`config.mk`:
```
export PLATFORM = sky130hd
export DESIGN_NAME = encctr_mgr
export DESIGN_NICKNAME = d
export VERILOG_FILES = /design/src/rtl/encctr_pkg.sv /design/src/rtl/encctr_bank.sv /design/src/rtl/encctr_walker.sv /design/src/rtl/encctr_mgr.sv
export SDC_FILE = /design/constraint.sdc
export NUM_CORES = 2
export LEC_CHECK = 0
export ABC_CLOCK_PERIOD_IN_PS = 5800
export CORE_UTILIZATION = 25
export DETAILED_ROUTE_END_ITERATION = 10
export PLACE_DENSITY = 0.45
export SYNTH_ARGS = -nofsm -noshare
export SYNTH_HDL_FRONTEND = slang
export SYNTH_SLANG_ARGS = --single-unit
```
`constraint.sdc`:
```
create_clock -name clk -period 5.8 [get_ports clk]
set_clock_uncertainty 0.05 [all_clocks]
set_input_delay 1.16 -clock clk [delete_from_list [all_inputs] [get_ports clk]]
set_output_delay 1.16 -clock clk [all_outputs]
set_load 0.01 [all_outputs]
```
`src/rtl/encctr_pkg.sv`:
```
`timescale 1ns/1ps
package encctr_pkg;

   // walk sequencer states; one pass per block of the page
   typedef enum logic [3:0] {
      WK_IDLE,
      WK_RD,     // issue memory read
      WK_RDW,    // wait for read data
      WK_OP,     // request pad of old seed
      WK_OPW,    // wait old pad
      WK_NP,     // request pad of new seed
      WK_NPW,    // wait new pad
      WK_WR,     // issue memory write back
      WK_FIN     // walk complete, one cycle
   } walk_st_e;

endpackage

```
`src/rtl/encctr_bank.sv`:
```
`timescale 1ns/1ps
module encctr_bank #(
   parameter int BLK_W       = 7,
   parameter int PG_W        = 64,
   parameter int BLKS_PER_PG = 64,
   parameter int NUM_PG      = 4,
   localparam int NBLK  = BLKS_PER_PG * NUM_PG,
   localparam int OFF_W = $clog2(BLKS_PER_PG),
   localparam int PGI_W = $clog2(NUM_PG),
   localparam int AW    = OFF_W + PGI_W
) (
   input  logic              clk,
   input  logic              rst_n,
   input  logic [AW-1:0]     a_addr,
   output logic [BLK_W-1:0]  a_blk,
   output logic [PG_W-1:0]   a_pg,
   input  logic [AW-1:0]     b_addr,
   output logic [BLK_W-1:0]  b_blk,
   output logic [PG_W-1:0]   b_pg,
   input  logic              blk_we,
   input  logic [AW-1:0]     blk_waddr,
   input  logic [BLK_W-1:0]  blk_wdata,
   input  logic              pg_we,
   input  logic [PGI_W-1:0]  pg_widx,
   input  logic [PG_W-1:0]   pg_wdata
);

   logic [BLK_W-1:0] blk_q [NBLK];
   logic [PG_W-1:0]  pg_arr [NUM_PG];

   always_ff @(posedge clk or negedge rst_n) begin
      if (!rst_n) begin
         for (int i = 0; i < NBLK; i++) blk_q[i] <= '0;
      end else if (blk_we) begin
         blk_q[blk_waddr] <= blk_wdata;
      end
   end

   for (genvar p = 0; p < NUM_PG; p++) begin : g_pg
      logic [PG_W-1:0] q;
      always_ff @(posedge clk or negedge rst_n) begin
         if (!rst_n)                                q <= '0;
         else if (pg_we && pg_widx == PGI_W'(p))    q <= pg_wdata;
      end
      assign pg_arr[p] = q;
   end

   assign a_blk = blk_q[a_addr];
   assign a_pg  = pg_arr[a_addr[AW-1:OFF_W]];
   assign b_blk = blk_q[b_addr];
   assign b_pg  = pg_arr[b_addr[AW-1:OFF_W]];


   ctr_hold_chk: assert property (@(posedge clk) disable iff (!rst_n)
      (!blk_we && !pg_we) ##1 $stable(b_addr) |-> $stable(b_blk) && $stable(b_pg));

endmodule

```
`src/rtl/encctr_walker.sv`:
```
`timescale 1ns/1ps
module encctr_walker
   import encctr_pkg::*;
#(
   parameter int BLK_W       = 7,
   parameter int PG_W        = 64,
   parameter int BLKS_PER_PG = 64,
   parameter int NUM_PG      = 4,
   parameter int DATA_W      = 64,
   localparam int OFF_W  = $clog2(BLKS_PER_PG),
   localparam int PGI_W  = $clog2(NUM_PG),
   localparam int AW     = OFF_W + PGI_W,
   localparam int SEED_W = PG_W + BLK_W + AW
) (
   input  logic               clk,
   input  logic               rst_n,
   input  logic               start,
   input  logic [PGI_W-1:0]   start_pg,
   input  logic [PG_W-1:0]    start_old_pg,
   output logic               busy,
   output logic               fin,
   output logic [AW-1:0]      ctr_addr,
   input  logic [BLK_W-1:0]   ctr_blk,
   output logic               clr_we,
   output logic [AW-1:0]      clr_addr,
   output logic               mem_req_valid,
   input  logic               mem_req_ready,
   output logic               mem_req_we,
   output logic [AW-1:0]      mem_req_addr,
   output logic [DATA_W-1:0]  mem_req_wdata,
   input  logic               mem_rsp_valid,
   input  logic [DATA_W-1:0]  mem_rsp_rdata,
   output logic               crypt_req_valid,
   input  logic               crypt_req_ready,
   output logic [SEED_W-1:0]  crypt_req_seed,
   input  logic               crypt_rsp_valid,
   input  logic [DATA_W-1:0]  crypt_rsp_pad
);

   localparam logic [OFF_W-1:0] LAST_OFF = OFF_W'(BLKS_PER_PG - 1);

   walk_st_e          st;
   logic [PGI_W-1:0]  pg_idx;
   logic [PG_W-1:0]   old_pg;
   logic [OFF_W-1:0]  off;
   logic [DATA_W-1:0] dat_q;
   logic [AW-1:0]     cur_addr;
   logic [PG_W-1:0]   new_pg;

   assign cur_addr = {pg_idx, off};
   assign new_pg   = old_pg + PG_W'(1);

   always_ff @(posedge clk or negedge rst_n) begin
      if (!rst_n) begin
         st     <= WK_IDLE;
         pg_idx <= '0;
         old_pg <= '0;
         off    <= '0;
         dat_q  <= '0;
      end else begin
         case (st)
            WK_IDLE: if (start) begin
               st     <= WK_RD;
               pg_idx <= start_pg;
               old_pg <= start_old_pg;
               off    <= '0;
            end
            WK_RD:   if (mem_req_ready) st <= WK_RDW;
            WK_RDW:  if (mem_rsp_valid) begin
               dat_q <= mem_rsp_rdata;
               st    <= WK_OP;
            end
            WK_OP:   if (crypt_req_ready) st <= WK_OPW;
            WK_OPW:  if (crypt_rsp_valid) begin
               dat_q <= dat_q ^ crypt_rsp_pad;
               st    <= WK_NP;
            end
            WK_NP:   if (crypt_req_ready) st <= WK_NPW;
            WK_NPW:  if (crypt_rsp_valid) begin
               dat_q <= dat_q ^ crypt_rsp_pad;
               st    <= WK_WR;
            end
            WK_WR:   if (mem_req_ready) begin
               if (off == LAST_OFF) st <= WK_FIN;
               else begin
                  off <= off + OFF_W'(1);
                  st  <= WK_RD;
               end
            end
            WK_FIN:  st <= WK_IDLE;
            default: st <= WK_IDLE;
         endcase
      end
   end

   assign busy          = (st != WK_IDLE);
   assign fin           = (st == WK_FIN);
   assign ctr_addr      = cur_addr;
   assign mem_req_valid = (st == WK_RD) || (st == WK_WR);
   assign mem_req_we    = (st == WK_WR);
   assign mem_req_addr  = cur_addr;
   assign mem_req_wdata = dat_q;
   assign clr_we        = (st == WK_WR) && mem_req_ready;
   assign clr_addr      = cur_addr;

   assign crypt_req_valid = (st == WK_OP) || (st == WK_NP);
   assign crypt_req_seed  = (st == WK_NP) ? {new_pg, BLK_W'(0), cur_addr}
                                          : {old_pg, ctr_blk, cur_addr};


   mem_hold_chk: assert property (@(posedge clk) disable iff (!rst_n)
      mem_req_valid && !mem_req_ready |=>
         mem_req_valid && $stable(mem_req_addr) && $stable(mem_req_we));


   crypt_hold_chk: assert property (@(posedge clk) disable iff (!rst_n)
      crypt_req_valid && !crypt_req_ready |=>
         crypt_req_valid && $stable(crypt_req_seed));


   wb_after_pad_chk: assert property (@(posedge clk) disable iff (!rst_n)
      $rose(mem_req_we) |-> $past(crypt_rsp_valid));

endmodule

```
`src/rtl/encctr_mgr.sv`:
```
`timescale 1ns/1ps
module encctr_mgr #(
   parameter int BLK_W       = 7,
   parameter int PG_W        = 64,
   parameter int BLKS_PER_PG = 64,
   parameter int NUM_PG      = 4,
   parameter int DATA_W      = 64,
   parameter bit LK_REG      = 1'b1,
   localparam int OFF_W  = $clog2(BLKS_PER_PG),
   localparam int PGI_W  = $clog2(NUM_PG),
   localparam int AW     = OFF_W + PGI_W,
   localparam int SEED_W = PG_W + BLK_W + AW
) (
   input  logic               clk,
   input  logic               rst_n,
   input  logic               wr_valid,
   output logic               wr_ready,
   input  logic [AW-1:0]      wr_addr,
   output logic               seed_valid,
   output logic [SEED_W-1:0]  seed,
   output logic               busy,
   input  logic               lk_valid,
   input  logic [AW-1:0]      lk_addr,
   output logic               lk_seed_valid,
   output logic [SEED_W-1:0]  lk_seed,
   output logic               mem_req_valid,
   input  logic               mem_req_ready,
   output logic               mem_req_we,
   output logic [AW-1:0]      mem_req_addr,
   output logic [DATA_W-1:0]  mem_req_wdata,
   input  logic               mem_rsp_valid,
   input  logic [DATA_W-1:0]  mem_rsp_rdata,
   output logic               crypt_req_valid,
   input  logic               crypt_req_ready,
   output logic [SEED_W-1:0]  crypt_req_seed,
   input  logic               crypt_rsp_valid,
   input  logic [DATA_W-1:0]  crypt_rsp_pad
);

   localparam logic [BLK_W-1:0] BLK_MAX = '1;

   // elaboration-time parameter checks
   if (BLK_W < 2) begin : g_bad_blk_w
      $error("block counter width must be at least 2");
   end
   if (PG_W <= BLK_W) begin : g_bad_pg_w
      $error("page counter must be wider than block counter");
   end
   if (NUM_PG < 2 || (NUM_PG & (NUM_PG - 1)) != 0) begin : g_bad_num_pg
      $error("page count must be a power of two, at least 2");
   end
   if (BLKS_PER_PG < 2 || (BLKS_PER_PG & (BLKS_PER_PG - 1)) != 0) begin : g_bad_bpp
      $error("blocks per page must be a power of two, at least 2");
   end
   if (DATA_W < 1) begin : g_bad_data_w
      $error("data width must be positive");
   end

   logic [AW-1:0]     a_addr, b_addr;
   logic [BLK_W-1:0]  a_blk, b_blk;
   logic [PG_W-1:0]   a_pg, b_pg;
   logic              blk_we, pg_we;
   logic [AW-1:0]     blk_waddr;
   logic [BLK_W-1:0]  blk_wdata;
   logic [PGI_W-1:0]  pg_widx;
   logic [PG_W-1:0]   pg_wdata;

   logic              wk_busy, wk_fin, wk_clr_we, wk_start;
   logic [AW-1:0]     wk_ctr_addr, wk_clr_addr;

   logic              wr_fire, at_max;
   logic [AW-1:0]     pend_addr;
   logic              seed_v_q;
   logic [SEED_W-1:0] seed_q;

   encctr_bank #(
      .BLK_W(BLK_W), .PG_W(PG_W), .BLKS_PER_PG(BLKS_PER_PG), .NUM_PG(NUM_PG)
   ) u_bank (
      .clk(clk), .rst_n(rst_n),
      .a_addr(a_addr), .a_blk(a_blk), .a_pg(a_pg),
      .b_addr(b_addr), .b_blk(b_blk), .b_pg(b_pg),
      .blk_we(blk_we), .blk_waddr(blk_waddr), .blk_wdata(blk_wdata),
      .pg_we(pg_we), .pg_widx(pg_widx), .pg_wdata(pg_wdata)
   );

   encctr_walker #(
      .BLK_W(BLK_W), .PG_W(PG_W), .BLKS_PER_PG(BLKS_PER_PG),
      .NUM_PG(NUM_PG), .DATA_W(DATA_W)
   ) u_walk (
      .clk(clk), .rst_n(rst_n),
      .start(wk_start), .start_pg(wr_addr[AW-1:OFF_W]), .start_old_pg(a_pg),
      .busy(wk_busy), .fin(wk_fin),
      .ctr_addr(wk_ctr_addr), .ctr_blk(a_blk),
      .clr_we(wk_clr_we), .clr_addr(wk_clr_addr),
      .mem_req_valid(mem_req_valid), .mem_req_ready(mem_req_ready),
      .mem_req_we(mem_req_we), .mem_req_addr(mem_req_addr),
      .mem_req_wdata(mem_req_wdata),
      .mem_rsp_valid(mem_rsp_valid), .mem_rsp_rdata(mem_rsp_rdata),
      .crypt_req_valid(crypt_req_valid), .crypt_req_ready(crypt_req_ready),
      .crypt_req_seed(crypt_req_seed),
      .crypt_rsp_valid(crypt_rsp_valid), .crypt_rsp_pad(crypt_rsp_pad)
   );

   // counter port A: walker while walking, pending block at the end, writer otherwise
   always_comb begin
      if (wk_fin)       a_addr = pend_addr;
      else if (wk_busy) a_addr = wk_ctr_addr;
      else              a_addr = wr_addr;
   end

   assign wr_ready = !wk_busy;
   assign wr_fire  = wr_valid && wr_ready;
   assign at_max   = (a_blk == BLK_MAX);
   assign wk_start = wr_fire && at_max;

   always_comb begin
      blk_we    = 1'b0;
      blk_waddr = wr_addr;
      blk_wdata = a_blk + BLK_W'(1);
      if (wk_clr_we) begin
         blk_we    = 1'b1;
         blk_waddr = wk_clr_addr;
         blk_wdata = '0;
      end else if (wk_fin) begin
         blk_we    = 1'b1;
         blk_waddr = pend_addr;
         blk_wdata = BLK_W'(1);
      end else if (wr_fire && !at_max) begin
         blk_we    = 1'b1;
      end
   end

   assign pg_we    = wk_start;
   assign pg_widx  = wr_addr[AW-1:OFF_W];
   assign pg_wdata = a_pg + PG_W'(1);

   always_ff @(posedge clk or negedge rst_n) begin
      if (!rst_n) begin
         pend_addr <= '0;
         seed_v_q  <= 1'b0;
         seed_q    <= '0;
      end else begin
         if (wk_start) pend_addr <= wr_addr;
         seed_v_q <= (wr_fire && !at_max) || wk_fin;
         if (wk_fin)
            seed_q <= {a_pg, BLK_W'(1), pend_addr};
         else if (wr_fire && !at_max)
            seed_q <= {a_pg, a_blk + BLK_W'(1), wr_addr};
      end
   end

   assign seed_valid = seed_v_q;
   assign seed       = seed_q;
   assign busy       = wk_busy;

   // lookup port: registered or pass-through variant
   logic [SEED_W-1:0] lk_raw;
   assign b_addr = lk_addr;
   assign lk_raw = {b_pg, b_blk, lk_addr};

   if (LK_REG) begin : g_lk_reg
      logic              lk_v_q;
      logic [SEED_W-1:0] lk_s_q;
      always_ff @(posedge clk or negedge rst_n) begin
         if (!rst_n) begin
            lk_v_q <= 1'b0;
            lk_s_q <= '0;
         end else begin
            lk_v_q <= lk_valid;
            if (lk_valid) lk_s_q <= lk_raw;
         end
      end
      assign lk_seed_valid = lk_v_q;
      assign lk_seed       = lk_s_q;
   end else begin : g_lk_comb
      assign lk_seed_valid = lk_valid;
      assign lk_seed       = lk_raw;
   end


   seed_blk_nonzero_chk: assert property (@(posedge clk) disable iff (!rst_n)
      seed_valid |-> seed[AW +: BLK_W] != '0);


   walk_start_chk: assert property (@(posedge clk) disable iff (!rst_n)
      wr_valid && wr_ready && at_max |=> busy && !wr_ready);

endmodule

```
After elaboration in Yosys (flattened, before gate mapping)
Index checks and enable logic that the tools add are counted.
{"block": "classes", "n_eq_ne": 23, "muxes": 44, "n_lt_le_gt_ge": 6, "add_sub_neg": 4, "n_bitwise": 6, "reduce_logical": 25}
{"op": "$bwmux W1792", "n": 1}
{"op": "$mux W64", "n": 6}
{"op": "$bmux W64 S2", "n": 2}
{"op": "$mux W79", "n": 3}
{"op": "$add A64 B1 Y64 const B", "n": 2}
{"op": "$pmux W64 S2", "n": 1}
{"op": "$bmux W7 S8", "n": 2}
{"op": "$xor A64 B64 Y64", "n": 1}
{"op": "$demux W7 S8", "n": 1}
{"op": "$mux W7", "n": 7}
{"op": "$mux W4", "n": 9}
{"op": "$mux W8", "n": 4}
{"op": "$pmux W4 S8", "n": 1}
{"op": "$ge A9 B9 Y1 const B", "n": 3}
{"op": "$not A8 Y9", "n": 3}
{"op": "$mux W6", "n": 3}
{"op": "$ne A2 B2 Y1 const B", "n": 9}
{"op": "$eq A4 B3 Y1 const B", "n": 4}
{"op": "$pmux W6 S2", "n": 1}
{"op": "$logic_and A1 B1 Y1", "n": 9}
{"op": "$lt A9 B1 Y1 const B", "n": 1}
{"op": "$eq A4 B2 Y1 const B", "n": 2}
{"op": "$reduce_and A8 Y1", "n": 1}
{"op": "$add A7 B1 Y7 const B", "n": 1}
{"op": "21 further kinds", "n": 31}
{"block": "totals", "reg_bits": 2356, "wordCells": 378}

Depth between registers and ports, before layout
{"block": "logic_depth", "ltp_word": 13, "ltp_mapped": 27, "depth_no_buf": 17}

Cells and area by module
From an unflattened synthesis, not the netlist that was laid out.
{"block": "hier_totals", "cells_unflattened": 8879, "area_unflattened_um2": 124914.8}
{"module": "encctr_bank", "cells_each": 7188, "area_each_um2": 108675.5, "seq_area_each_um2": 51249.2, "instances": 1}
{"module": "encctr_walker", "cells_each": 1023, "area_each_um2": 8201.6, "seq_area_each_um2": 3503.4, "instances": 1}
{"module": "encctr_mgr", "cells_each": 668, "area_each_um2": 8037.7, "seq_area_each_um2": 4204.0, "instances": 1}

Least setup slack after synthesis
No wires, ideal clock.
{"block": "synth_timing", "path_kind": "input -> register", "startpoint": "input wr_addr[6]", "endpoint": "register u_bank.g_pg[2].q[58]", "setup_time_ns": 0.125, "t_arrival_ns": 5.818, "path_slack_ns": -0.194, "path_stages": 22, "path_cell_list": "nor2_1 -> o21ai_2 -> nand2_1 -> buf_2 -> buf_2 -> buf_2 -> buf_2 -> clkbuf_1 -> clkbuf_1 -> clkbuf_1 -> clkbuf_1 -> nand2_1 -> and3_1 -> a31oi_1 -> ha_1 -> and4_1 -> nand4_1 -> nor3_4 -> nand2_2 -> nor4_1 -> xnor2_1 -> mux2_4"}
{"element": "start, declared", "line_no": "encctr_mgr.sv:18", "rtl": "input logic [AW-1:0] wr_addr,"}
{"element": "$mux W8", "line_no": "encctr_mgr.sv:107", "rtl": "else if (wk_busy) a_addr = wk_ctr_addr;"}
{"element": "$mux W8", "line_no": "encctr_mgr.sv:106", "rtl": "if (wk_fin) a_addr = pend_addr;"}
{"element": "$not A2 Y3 (implied by the code)", "line_no": "encctr_bank.sv:49", "rtl": "assign a_pg = pg_arr[a_addr[AW-1:OFF_W]];"}
{"element": "$bmux W64 S2", "line_no": "encctr_bank.sv:49"}
{"element": "$mux W64 (implied by the code) (2 in series)", "line_no": "encctr_bank.sv:49"}
{"element": "net a_pg[1]", "line_no": "encctr_mgr.sv:61", "rtl": "logic [PG_W-1:0] a_pg, b_pg;"}
{"element": "$add A64 B1 Y64", "line_no": "encctr_mgr.sv:135", "rtl": "assign pg_wdata = a_pg + PG_W'(1);"}
{"element": "end signal, assigned", "line_no": "encctr_bank.sv:43", "rtl": "else if (pg_we && pg_widx == PGI_W'(p)) q <= pg_wdata;"}
{"element": "end, declared", "line_no": "encctr_bank.sv:40", "rtl": "logic [PG_W-1:0] q;"}
The timed path passes the listed nets, and every way through them passes these cells. The select of a mux whose other input is x is not followed.
A chain may end at the register's enable or synchronous reset.

Final worst setup path
{"block": "layout_timing", "startpoint": "register u_walk.st[1]", "endpoint": "output crypt_req_seed[12]"}
{"block": "layout_via", "elab_chain_len": 8}
{"element": "start, declared", "line_no": "encctr_walker.sv:42", "rtl": "walk_st_e st;"}
{"element": "start signal, assigned", "line_no": "encctr_walker.sv:55", "rtl": "st <= WK_IDLE;"}
{"element": "start signal, assigned", "line_no": "encctr_walker.sv:63", "rtl": "st <= WK_RD;"}
{"element": "start signal, assigned", "line_no": "encctr_walker.sv:68", "rtl": "WK_RD: if (mem_req_ready) st <= WK_RDW;"}
{"element": "$reduce_bool A4 Y1", "line_no": "encctr_walker.sv:96", "rtl": "assign busy = (st != WK_IDLE);"}
{"element": "$mux W8", "line_no": "encctr_mgr.sv:107"}
{"element": "$mux W8", "line_no": "encctr_mgr.sv:106"}
{"element": "$not A8 Y9 (implied by the code)", "line_no": "encctr_bank.sv:48", "rtl": "assign a_blk = blk_q[a_addr];"}
{"element": "$bmux W7 S8", "line_no": "encctr_bank.sv:48"}
{"element": "$mux W7 (implied by the code) (2 in series)", "line_no": "encctr_bank.sv:48"}
{"element": "$mux W79 *", "line_no": "encctr_walker.sv:107", "rtl": "assign crypt_req_seed = (st == WK_NP) ? {new_pg, BLK_W'(0), cur_addr}"}
{"element": "end, declared", "line_no": "encctr_mgr.sv:35", "rtl": "output logic [SEED_W-1:0] crypt_req_seed,"}
Mark *: on every way between the ends. The rest lies on a longest branch, timed or not. The select of a mux whose other input is x is not followed.

==> reports/qor.yml <==
cells_and_area:
  layout_common_cells: "2354 x dfrtp_1, 1834 x mux2_2, 1502 x nand2_1"
  multi_input_area_sq_mm: 0.0678
  area_delta_synth_final_pct: 29.9
  final_common_cell: "dfrtp_1"
  drive_gt1_share_pct: 42.1
  stdcell_area_sq_mm: 0.168
  final_cells: 19267
  seq_area_sq_mm: 0.0590
  n_fill_cell: 51744
  final_nets: 12291
power_and_ir_drop:
  peakVddDrop_mv: 0.828
  power_density_mw_per_mm2: 551
  clockPowerShare_pct: 20.5
  p_sw_share_pct: 47.1
  leakagePower_nw: 76.5
  power_frac_seq_pct: 21.3
  power.switching_mw: 43.6
  p_total_mw: 92.6
  pwr-share-comb_pct: 58.1
  p_int_mw: 49.0
synth:
  synth_edf_count: 0
  async_flop_share_pct: 100
  syn-num-nets: 10781
  synthFlopType: "dfrtp_1"
  ys_seq_elements: 2356
  netlist_area_sq_mm: 0.129
  yosysWarnings: 0
  ys_seq_area_share_pct: 45.6
  syn-mean-instance-area_sq_um: 12.2
  synthesis.instances: 10625
  ys_types: 103
grt:
  grt_max_degree: 153
  grt_pass1_vias: 99876
  grt_util_all_layers_pct: 21.7
  grt-ovfl-total: 0
  antenna_found_initial: 39
  grt_pass1_wl_mm: 816
setup_path:
  slowest_stage: "mux4_2"
  cp_max_fo: 7
  crit_chain: "or3_4, buf_12, o21ai_4, buf_12, buf_16, buf_16, mux4_2, a22o_4, or3_4, o22a_1, nand3_2, buf_12, nand4_1, buf_4, inv_4, nor2_4, buf_6"
  required_ns: 4.59
  critPathCaptureType: "output port"
  path_buf_inv: 8
  max_stage_delay_ns: 0.52
  arrival_ns: 5.25
  critPathTopFamily: "buffers and inverters"
  cpMostUsedCell: "buf_12"
  cp-start-kind: "register"
  critPathKind: "register to output port"
routing:
  dr.pass1.iters: 7
  antenna_left: 0
  wirelength_mm: 582
  wl_per_cell_microns: 30.2
  first_iter_violations: 9872
  routed.top_layer: "met5"
  drcViolationCount: 0
  viasPerCell: 5.30
  met2_length_mm: 262
  wl_met3_mm: 42.3
  vias: 102124
  wl_met1_mm: 253
placement:
  io_buffers: 467
  dpl.hpwl_mm: 420
  dp_cells: 18581
  postPlaceCellArea_sq_mm: 0.154
  gp_congestion: 0.907
die:
  die_y_microns: 721
  initial_core_util_pct: 25.2
  die_x_microns: 721
  rows: 263
  design.portCount: 468
  die_area_sq_mm: 0.520
  design.core.area_sq_mm: 0.514
clocking:
  root_buffer: "clkbuf_16"
  htreeDepth: 5
  cts_tree: "yes"
  insertion_delay_ns: 1.02
  path_clk_slew_ns: 0.07
  cts_made_buffers: 290
  postCtsHoldBufs: 0
  clockBufferDepth: 4
  clock-sinks: 2356
sta:
  fmax_mhz: 155
  slew_viol_final: 0
  period_needed_ns: 6.46
  maxSlewHeadroom_pct: 17.8
  fin_tns_setup_ns: -413.03
  fin_crit_sh_pct: 111
  tightest_slew_ns: 1.23
  hold_viol: 0
  setup_violations: 2010
  hold_ws_ns: 0.0956
  setup_slack_ns: -0.661
  grt_setup_unrepaired: "true"
flow_run:
  maxCapViolCount: 0
min_path:
  hp-class: "primary input to asynchronous set/reset pin"
outcome:
  status: "finished with violations"
  failed_checks: "negative setup slack"
timing repair:
action                                   CTS  global route
pin swaps                                 80            54
resized for setup                        343           119
cloned                                    16             6
buffers inserted                         116            26
endpoints found under the setup margin  2240          2180
layer usage:
layer	vias to the layer above	track usage [%]
met5	-	0
met2	4047	33.6
met3	904	3.95
li1	42758	-
met1	54405	30.1
met4	10	8.12
final cells by class:
type                    instances  share of cell area, %
multi-input cells            7261                   40.3
diodes                         13                 0.0194
flip-flops and latches       2356                   35.1
well taps                    6890                   5.13
inverters                      97                  0.218
repair buffers               2129                   13.5
clock buffers                 429                   5.10
clock inverters                92                  0.659
synthesized netlist by cell type, drive strengths merged, types with 9 or more instances:
library cell / count / area (sq um)
o211ai: 35 / 263
nor4: 34 / 228
or3: 16 / 100
and4: 17 / 149
a22o: 13 / 114
and3: 116 / 726
xnor2: 95 / 832
a2111oi: 12 / 130
o211a: 46 / 460
o221ai: 10 / 87.6
nand4: 200 / 1790
or2: 10 / 62.6
clkbuf: 484 / 1820
inv: 97 / 364
nor2: 218 / 883
a222oi: 10 / 100
a22oi: 87 / 653
buf: 428 / 2340
a311oi: 61 / 534
mux2i: 191 / 1920
a211oi: 128 / 966
mux2: 2185 / 25000
a31oi: 68 / 425
nor3: 66 / 442
mux4: 719 / 16200
o21ai: 312 / 1580
a32oi: 43 / 377
o31ai: 10 / 90.1
dfrtp: 2356 / 59000
a21oi: 102 / 510
a21o: 12 / 90.1
nand2: 1513 / 5680
nor2b: 10 / 62.6
nand3: 697 / 3490
a31o: 20 / 175
xor2: 36 / 315
or4: 9 / 67.6
o22ai: 41 / 257
power groups by stage:
| stage | combinational [mW] | clock, mW | sequential (mW) |
|---|---|---|---|
| floorplan | 19.0 | 0 | 19.6 |
| global placement | 49.2 | 0 | 19.9 |
| detailed placement | 49.1 | 0 | 20.0 |
| CTS | 52.3 | 19.4 | 19.7 |
| global route | 55.3 | 20.0 | 19.9 |
| finish | 53.8 | 19.0 | 19.7 |
path summary, 6_finish.rpt:
check	from	end	slack, ns	depth (start not counted)
min in group clk	seed[72]	seed[72]	0.45	2
min reg2reg	seed[72]	seed[72]	0.45	2
max	u_walk.st[1]	crypt_req_seed[12]	-0.66	17
max reg2reg	u_walk.st[1]	u_bank.blk_q[181]	-0.43	25
max in group asynchronous	rst_n	u_bank.blk_q[1584]	4.05	3
min	rst_n	u_walk.old_pg[21]	0.1	1
sequential cells by signal (all words and copies together), names as in the netlist, 2 cells and up:
name / flops
lk_seed: 79
pend_addr: 8
seed: 79
u_bank.blk_q: 1792
u_bank.g_pg.q: 256
u_walk.mem_req_wdata: 64
u_walk.off: 6
u_walk.old_pg: 64
u_walk.pg_idx: 2
u_walk.st: 4
metrics by stage:
step	setup WS, ns	utilization, %
floorplan	0.000473	-
CTS	-0.593	32.5
global placement	-1.69	30.0
finish	-0.661	32.7
detailed placement	-1.64	30.0
global route	-0.653	32.7
cells by family (layout without fill, tap and decap cells):
family / count (synthesis) / after routing / share of synthesized area [%]
and+or+nand+nor: 2951 / 2952 / 10.9
muxes: 3095 / 3095 / 33.3
adders and majority gates: 4 / 4 / 0.0387
other: 0 / 13 / 0
DFF: 2356 / 2356 / 45.6
xor gates and xnor gates: 131 / 131 / 0.887
AOI/OAI and AO/OA: 1079 / 1079 / 5.77
buffers and inverters: 1009 / 2747 / 3.49
(Power assumes the default switching activity.)
